[src/rtl/wdt_pkg.sv]
package wdt_pkg;

  localparam int unsigned DIV_SEL_W = 3;

  // Control byte layout, most significant bit first.
  typedef struct packed {
    logic                 irq_en;    // bit 7
    logic                 wd_mode;   // bit 6
    logic                 tmr_en;    // bit 5
    logic                 rst_en;    // bit 4
    logic                 rst_kind;  // bit 3: 0 power-on type, 1 manual type
    logic [DIV_SEL_W-1:0] div_sel;   // bits 2:0
  } ctrl_t;

  // Prescaler bit whose rising transition forms the tick for a divisor code.
  function automatic int unsigned tap_bit(input logic [DIV_SEL_W-1:0] sel);
    int unsigned b;
    case (sel)
      3'd0:    b = 0;
      3'd1:    b = 2;
      3'd2:    b = 4;
      3'd3:    b = 5;
      3'd4:    b = 7;
      3'd5:    b = 8;
      3'd6:    b = 10;
      default: b = 12;
    endcase
    return b;
  endfunction

endpackage

[src/rtl/wdt_rst_sync.sv]
module wdt_rst_sync #(
  parameter int unsigned STAGES = 2
) (
  input  logic clk_i,
  input  logic rst_ni,
  output logic rst_no
);

  logic [STAGES-1:0] sync_q;
  logic [STAGES-1:0] sync_d;

  always_comb begin
    sync_d = {sync_q[STAGES-2:0], 1'b1};
  end

  always_ff @(posedge clk_i or negedge rst_ni) begin
    if (!rst_ni) sync_q <= '0;
    else         sync_q <= sync_d;
  end

  assign rst_no = sync_q[STAGES-1];

endmodule

[src/rtl/wdt_prescaler.sv]
module wdt_prescaler
  import wdt_pkg::*;
#(
  parameter int unsigned PRE_W = 13
) (
  input  logic                 clk_i,
  input  logic                 rst_ni,
  input  logic [DIV_SEL_W-1:0] div_sel_i,
  output logic                 tick_o
);

  localparam int unsigned EXT_W = PRE_W + 1;

  logic [PRE_W-1:0] pre_q;
  logic [PRE_W-1:0] pre_d;
  logic [EXT_W-1:0] win_mask;
  logic [EXT_W-1:0] win_ones;
  int unsigned      tap;

  always_comb begin
    pre_d = pre_q + PRE_W'(1);
  end

  always_ff @(posedge clk_i or negedge rst_ni) begin
    if (!rst_ni) pre_q <= '0;
    else         pre_q <= pre_d;
  end

  // The tick marks the cycle whose increment sets the tap bit. It depends
  // only on the present count, so a tap change cannot add an edge.
  always_comb begin
    tap      = tap_bit(div_sel_i);
    win_mask = (EXT_W'(2) << tap) - EXT_W'(1);
    win_ones = (EXT_W'(1) << tap) - EXT_W'(1);
    tick_o   = ((EXT_W'(pre_q) & win_mask) == win_ones);
  end


  tick_spacing_chk: assert property (@(posedge clk_i) disable iff (!rst_ni)
    tick_o |=> !tick_o);

endmodule

[src/rtl/wdt_counter.sv]
module wdt_counter #(
  parameter int unsigned CNT_W = 8
) (
  input  logic             clk_i,
  input  logic             rst_ni,
  input  logic             en_i,
  input  logic             tick_i,
  input  logic             wr_i,
  input  logic [CNT_W-1:0] wr_data_i,
  output logic [CNT_W-1:0] cnt_o,
  output logic             wrap_o
);

  logic [CNT_W-1:0] cnt_q;
  logic [CNT_W-1:0] cnt_d;
  logic             step;

  always_comb begin
    step   = en_i & tick_i & ~wr_i;
    wrap_o = step & (cnt_q == {CNT_W{1'b1}});
    cnt_d  = cnt_q;
    if (wr_i)      cnt_d = wr_data_i;
    else if (step) cnt_d = cnt_q + CNT_W'(1);
  end

  always_ff @(posedge clk_i or negedge rst_ni) begin
    if (!rst_ni) cnt_q <= '0;
    else         cnt_q <= cnt_d;
  end

  assign cnt_o = cnt_q;


  wrap_zero_chk: assert property (@(posedge clk_i) disable iff (!rst_ni)
    wrap_o |=> (cnt_q == '0));


  idle_hold_chk: assert property (@(posedge clk_i) disable iff (!rst_ni)
    (!en_i && !wr_i) |=> $stable(cnt_q));


  write_wins_chk: assert property (@(posedge clk_i) disable iff (!rst_ni)
    wr_i |=> (cnt_q == $past(wr_data_i)));

endmodule

[src/rtl/wdt_events.sv]
module wdt_events
  import wdt_pkg::*;
(
  input  logic  clk_i,
  input  logic  rst_ni,
  input  logic  wrap_i,
  input  logic  cnt_wr_i,
  input  ctrl_t ctrl_i,
  output logic  ovf_o,
  output logic  irq_o,
  output logic  por_o,
  output logic  man_o
);

  logic ovf_q, irq_q, por_q, man_q;
  logic ovf_d, irq_d, por_d, man_d;
  logic rst_hit;

  always_comb begin
    ovf_d   = wrap_i;
    rst_hit = wrap_i & ctrl_i.wd_mode & ctrl_i.rst_en;
    por_d   = rst_hit & ~ctrl_i.rst_kind;
    man_d   = rst_hit &  ctrl_i.rst_kind;
    if (cnt_wr_i || !ctrl_i.irq_en) irq_d = 1'b0;
    else                            irq_d = irq_q | wrap_i;
  end

  always_ff @(posedge clk_i or negedge rst_ni) begin
    if (!rst_ni) begin
      ovf_q <= 1'b0;
      irq_q <= 1'b0;
      por_q <= 1'b0;
      man_q <= 1'b0;
    end else begin
      ovf_q <= ovf_d;
      irq_q <= irq_d;
      por_q <= por_d;
      man_q <= man_d;
    end
  end

  assign ovf_o = ovf_q;
  assign irq_o = irq_q;
  assign por_o = por_q;
  assign man_o = man_q;


  irq_source_chk: assert property (@(posedge clk_i) disable iff (!rst_ni)
    $rose(irq_q) |-> $past(wrap_i));


  rst_mode_chk: assert property (@(posedge clk_i) disable iff (!rst_ni)
    (por_q || man_q) |-> $past(ctrl_i.wd_mode));


  por_single_chk: assert property (@(posedge clk_i) disable iff (!rst_ni)
    por_q |=> !por_q);


  man_single_chk: assert property (@(posedge clk_i) disable iff (!rst_ni)
    man_q |=> !man_q);

endmodule

[src/rtl/wdt_interval_timer.sv]
module wdt_interval_timer
  import wdt_pkg::*;
#(
  parameter int unsigned DATA_W      = 8,
  parameter int unsigned PRE_W       = 13,
  parameter int unsigned SYNC_STAGES = 2
) (
  input  logic              clk_i,
  input  logic              rst_ni,
  input  logic              addr_i,
  input  logic              wr_en_i,
  input  logic [DATA_W-1:0] wr_data_i,
  output logic [DATA_W-1:0] rd_data_o,
  output logic              ovf_o,
  output logic              irq_o,
  output logic              por_rst_o,
  output logic              man_rst_o
);

  localparam int unsigned CTRL_W = $bits(ctrl_t);

  logic              rst_n;
  logic              cnt_wr;
  logic              ctrl_wr;
  logic              tick;
  logic              wrap;
  logic [DATA_W-1:0] cnt;
  ctrl_t             ctrl_q;
  ctrl_t             ctrl_d;

  wdt_rst_sync #(.STAGES(SYNC_STAGES)) u_rst_sync (
    .clk_i  (clk_i),
    .rst_ni (rst_ni),
    .rst_no (rst_n)
  );

  always_comb begin
    cnt_wr  = wr_en_i & ~addr_i;
    ctrl_wr = wr_en_i &  addr_i;
    ctrl_d  = ctrl_q;
    if (ctrl_wr) ctrl_d = ctrl_t'(wr_data_i[CTRL_W-1:0]);
  end

  always_ff @(posedge clk_i or negedge rst_n) begin
    if (!rst_n) ctrl_q <= '0;
    else        ctrl_q <= ctrl_d;
  end

  wdt_prescaler #(.PRE_W(PRE_W)) u_prescaler (
    .clk_i     (clk_i),
    .rst_ni    (rst_n),
    .div_sel_i (ctrl_q.div_sel),
    .tick_o    (tick)
  );

  wdt_counter #(.CNT_W(DATA_W)) u_counter (
    .clk_i     (clk_i),
    .rst_ni    (rst_n),
    .en_i      (ctrl_q.tmr_en),
    .tick_i    (tick),
    .wr_i      (cnt_wr),
    .wr_data_i (wr_data_i),
    .cnt_o     (cnt),
    .wrap_o    (wrap)
  );

  wdt_events u_events (
    .clk_i    (clk_i),
    .rst_ni   (rst_n),
    .wrap_i   (wrap),
    .cnt_wr_i (cnt_wr),
    .ctrl_i   (ctrl_q),
    .ovf_o    (ovf_o),
    .irq_o    (irq_o),
    .por_o    (por_rst_o),
    .man_o    (man_rst_o)
  );

  always_comb begin
    rd_data_o = addr_i ? DATA_W'(ctrl_q) : cnt;
  end


  ctrl_load_chk: assert property (@(posedge clk_i) disable iff (!rst_n)
    ctrl_wr |=> (ctrl_q == $past(wr_data_i[CTRL_W-1:0])));


  ovf_after_wrap_chk: assert property (@(posedge clk_i) disable iff (!rst_n)
    $rose(ovf_o) |-> (cnt == '0));

endmodule

[config.mk]
export PLATFORM = sky130hd
export DESIGN_NAME = wdt_interval_timer
export DESIGN_NICKNAME = d
export VERILOG_FILES = /design/src/rtl/wdt_pkg.sv /design/src/rtl/wdt_rst_sync.sv /design/src/rtl/wdt_prescaler.sv /design/src/rtl/wdt_counter.sv /design/src/rtl/wdt_events.sv /design/src/rtl/wdt_interval_timer.sv
export SDC_FILE = /design/constraint.sdc
export NUM_CORES = 1
export LEC_CHECK = 0
export BUFFER_PORTS_ARGS = -buffer_cell sky130_fd_sc_hd__buf_2
export CORE_ASPECT_RATIO = 1.2
export CORE_MARGIN = 4
export CORE_UTILIZATION = 40
export CTS_CLUSTER_SIZE = 16
export DETAILED_ROUTE_END_ITERATION = 10
export PLACE_DENSITY_LB_ADDON = 0.25
export SETUP_SLACK_MARGIN = 0.5
export SLEW_MARGIN = 25
export SYNTH_ARGS = -nofsm -noshare
export SYNTH_HDL_FRONTEND = slang
export SYNTH_HIERARCHICAL = 1
export SYNTH_SLANG_ARGS = --single-unit
export TNS_END_PERCENT = 1
[constraint.sdc]
create_clock -name clk_i -period 2 [get_ports clk_i]
set_input_delay 0.2 -clock clk_i [delete_from_list [all_inputs] [get_ports clk_i]]
set_output_delay 0.2 -clock clk_i [all_outputs]
set_load 0.02 [all_outputs]
==> results.txt <==
critical path capture point type - flip-flop
Synth Warn # - 6
outcome - finished, violations left
Num Clock Sinks - 35
largest net degree at the start of global routing - 34
clock buffer depth - 2
Critical Setup Path Class - reg2reg
worst hold start - wr_data_i[6]
routed len/inst - 15.1 µm
TritonRoute pass-1 iters - 4
Critical Path Start - ctrl_q[1]$_DFFE_PN0P_
reg2reg setup slack - -0.95 ns
worst r2r src - ctrl_q[1]$_DFFE_PN0P_
main combinational cell family by area after synthesis - simple AND/OR/NAND/NOR gates
RD Place Congestion - 0.721
maximum clock rate - 339 MHz
H-tree depth - 2
Layout area overhead - 26.7%
worst path required time - 2.22 ns
vias in the first global route - 1,534
routed vias - 1,574
Clk pwr share - 0.281
Post-Synth Adder-Cell Area - 0.0186
PD cells - 689 nW/µm²
post-synthesis mux area share - 0.109
drt total wl - 4450 µm
final hold viol count - 0
IO Count - 24
Final Max Tran Viols - 0
compound-cell area share of the yosys netlist - 0.0993
Routed met2 length - 2210 µm
post-synthesis register bit count - 35
first-pass GRT wire length - 7360 µm
Synth Instances - 185
NumNets Final - 249
Num CTS Buffers - 5
initial antenna violation count - 0
RSZ-0062 raised after global routing - true
Synth Cell Area - 2020 µm²
DRC - 0
Total Negative Setup Slacks - -9.15 ns
pre-CTS setup slack - -0.940 ns
Sw Share - 0.305
die width - 72.8 µm
Synth Net Count - 200
Die Y - 85.8 µm
global-route usage over all layers - 0.152
ANT cells - 0
maxcap violations - 0
HPWL Detailed - 3000 µm
initial core utilization - 0.411
async set-reset flop share out of synthesis - 1.00
Top FF cell, synth - dfrtp_1
Setup violations, final - 12
Post-Layout Cell Count - 295
failing checks - setup timing
Post-Synth XOR/XNOR Area - 0.0720
DRT iter0 DRCs - 51
Critical Path AT - 3.18 ns
Die ar. - 6240 µm²
Sw Pwr - 537 µW
Worst-path clk slew - 0.07 ns
Seq/Total Area, Yosys - 0.435
core area - 4900 µm²
drt via density - 5.34
CP Max Fanout - 4
wl on met1 - 2010 µm
I/O Buffers - 23
Pleak - 1.20 nW
post-synthesis simple-gate area fraction - 0.220
Clock Tree Root - clkbuf_8
internal power - 1.22 mW
number of synthesized flops with an enable pin - 0
worst-skew pair later-pin latency - 0.29 ns
CTS tree - done
final antenna-violating net count - 0
Overflow after GRT - 0
routed wl met3 - 141 µm
Synth Area per Inst - 10.9 µm²
minimum clock period - 2.95 ns
post-synth cell types - 55
DR top layer - met4
Tightest Hold Check Type - in2reg
Placed Cells - 282
Hold WS - 0.133 ns
peak supply drop - 460 µV
startpoint types - flip-flop
worst setup margin - -0.953 ns
crit share post-route - 1.48
Std-Cell Rows - 28
share of post-route cells with drive strength above 1 - 0.417
Clock Skew - 0.00505 ns
Reg power frac - 0.458
Logic pwr share - 0.261
cell type report:
| class | count | area [µm²] |
|---|---|---|
| flip-flops and latches | 35 | 876 |
| clock buffers | 5 | 68.8 |
| multi-input cells | 135 | 1150 |
| inverters | 7 | 26.3 |
| clock inverters | 3 | 15.0 |
| repair buffers | 50 | 342 |
| fillers | 464 | 2350 |
| well taps | 60 | 75.1 |
final timing paths:
kind / cells past startpoint / to
setup reg to reg: 10 / u_counter/cnt_o[5]$_DFFE_PN0P_
setup / recovery: 10 / u_counter/cnt_o[5]$_DFFE_PN0P_
hold reg to reg: 1 / u_prescaler/pre_q[6]$_DFF_PN0_
hold / removal: 3 / u_counter/cnt_o[6]$_DFFE_PN0P_
max in group asynchronous: 1 / u_counter/cnt_o[0]$_DFFE_PN0P_
min in group asynchronous: 2 / u_rst_sync/sync_q[1]$_DFF_PN0_
Yosys cell counts (5+ instances only):
cell     instances  area [µm²]
xor2_1           6        52.6
inv_1            7        26.3
mux2_2           8        90.1
mux2_4           8         120
nand3_1         12        60.1
nand2_1         16        60.1
dfrtp_1         35         876
nor2_1          10        37.5
o21ai_0          5        25.0
and3_1           5        31.3
xnor2_1          8        70.1
routing by layer:
metal | vias up | track usage
met1 | 769 | 0.195
met4 | 0 | 0.0570
met2 | 30 | 0.244
li1 | 765 | -
met3 | 10 | 0.0399
met5 | - | 0
through the flow:
step / instance area, µm² / utilization / power (mW)
floorplan: 2040 / - / 1.11
global placement: 2340 / 0.476 / 1.22
detailed placement: 2340 / 0.476 / 1.23
CTS: 2460 / 0.501 / 1.74
global route: 2550 / 0.521 / 1.86
finish: 2550 / 0.521 / 1.76
logic make-up (layout without fill, tap and decap cells):
kind of cell | after synthesis | after routing
and+or+nand+nor | 72 | 72
DFF | 35 | 35
AOI/OAI and AO/OA | 26 | 26
muxes | 17 | 17
xor gates and xnor gates | 15 | 15
buffers and inverters | 15 | 65
adders and majority gates | 3 | 3
other | 2 | 2
sequential cells by signal, indices dropped and copies added, names as in the netlist:
signal,flops
u_counter/cnt_o,8
u_events/ovf_o,1
u_events/man_o,1
u_events/por_o,1
u_prescaler/pre_q,13
u_rst_sync/sync_q,2
ctrl_q,8
u_events/irq_o,1
critical path, cell delays in order (launching register included):
cell and delay, ns:
dfrtp_1 0.38, or3_4 0.41, ha_4 0.19, or4b_1 0.53, a211oi_2 0.23, o32ai_2 0.12, nor3_4 0.17, nand4_1 0.19
buf_4 0.20, or4_1 0.39, nand3_1 0.08
power groups by stage:
stage | clock network [mW] | registers [mW] | logic, mW
3_3_place_gp | 0 | 0.813 | 0.406
5_1_grt | 0.543 | 0.811 | 0.505
2_1_floorplan | 0 | 0.814 | 0.293
3_5_place_dp | 0 | 0.813 | 0.412
4_1_cts | 0.515 | 0.801 | 0.420
6_report | 0.495 | 0.806 | 0.458
what timing repair did:
action	CTS	global route
setup buffers	1	3
endpoints found under the hold margin	2	0
gates cloned	0	0
pin swaps	6	15
hold buffers	1	0
gates resized for setup	4	17
setup endpoints to repair	17	18
layout by cell type, fill, tap and decap left out, types with 2 or more instances in the layout:
cell type | netlist | routed
nand4_1 | 3 | 3
o2111ai_1 | 2 | 2
dfrtp_1 | 35 | 35
clkbuf_8 | 0 | 5
o21ai_0 | 5 | 5
buf_2 | 3 | 22
or4b_1 | 3 | 3
or3b_2 | 2 | 2
a21oi_1 | 2 | 2
a31oi_1 | 2 | 2
mux2_4 | 8 | 9
inv_1 | 7 | 7
nand3_1 | 12 | 9
and3_1 | 5 | 5
clkinv_2 | 0 | 3
xnor2_1 | 8 | 8
nand2_1 | 16 | 16
mux2_2 | 8 | 7
o211ai_1 | 3 | 3
xor2_1 | 6 | 6
buf_4 | 1 | 23
buf_6 | 3 | 3
conb_1 | 2 | 2
or4_1 | 3 | 3
nand3_2 | 1 | 3
nand3b_1 | 2 | 2
nor2_1 | 10 | 9
Note: power is estimated with default switching activity, not from simulation.
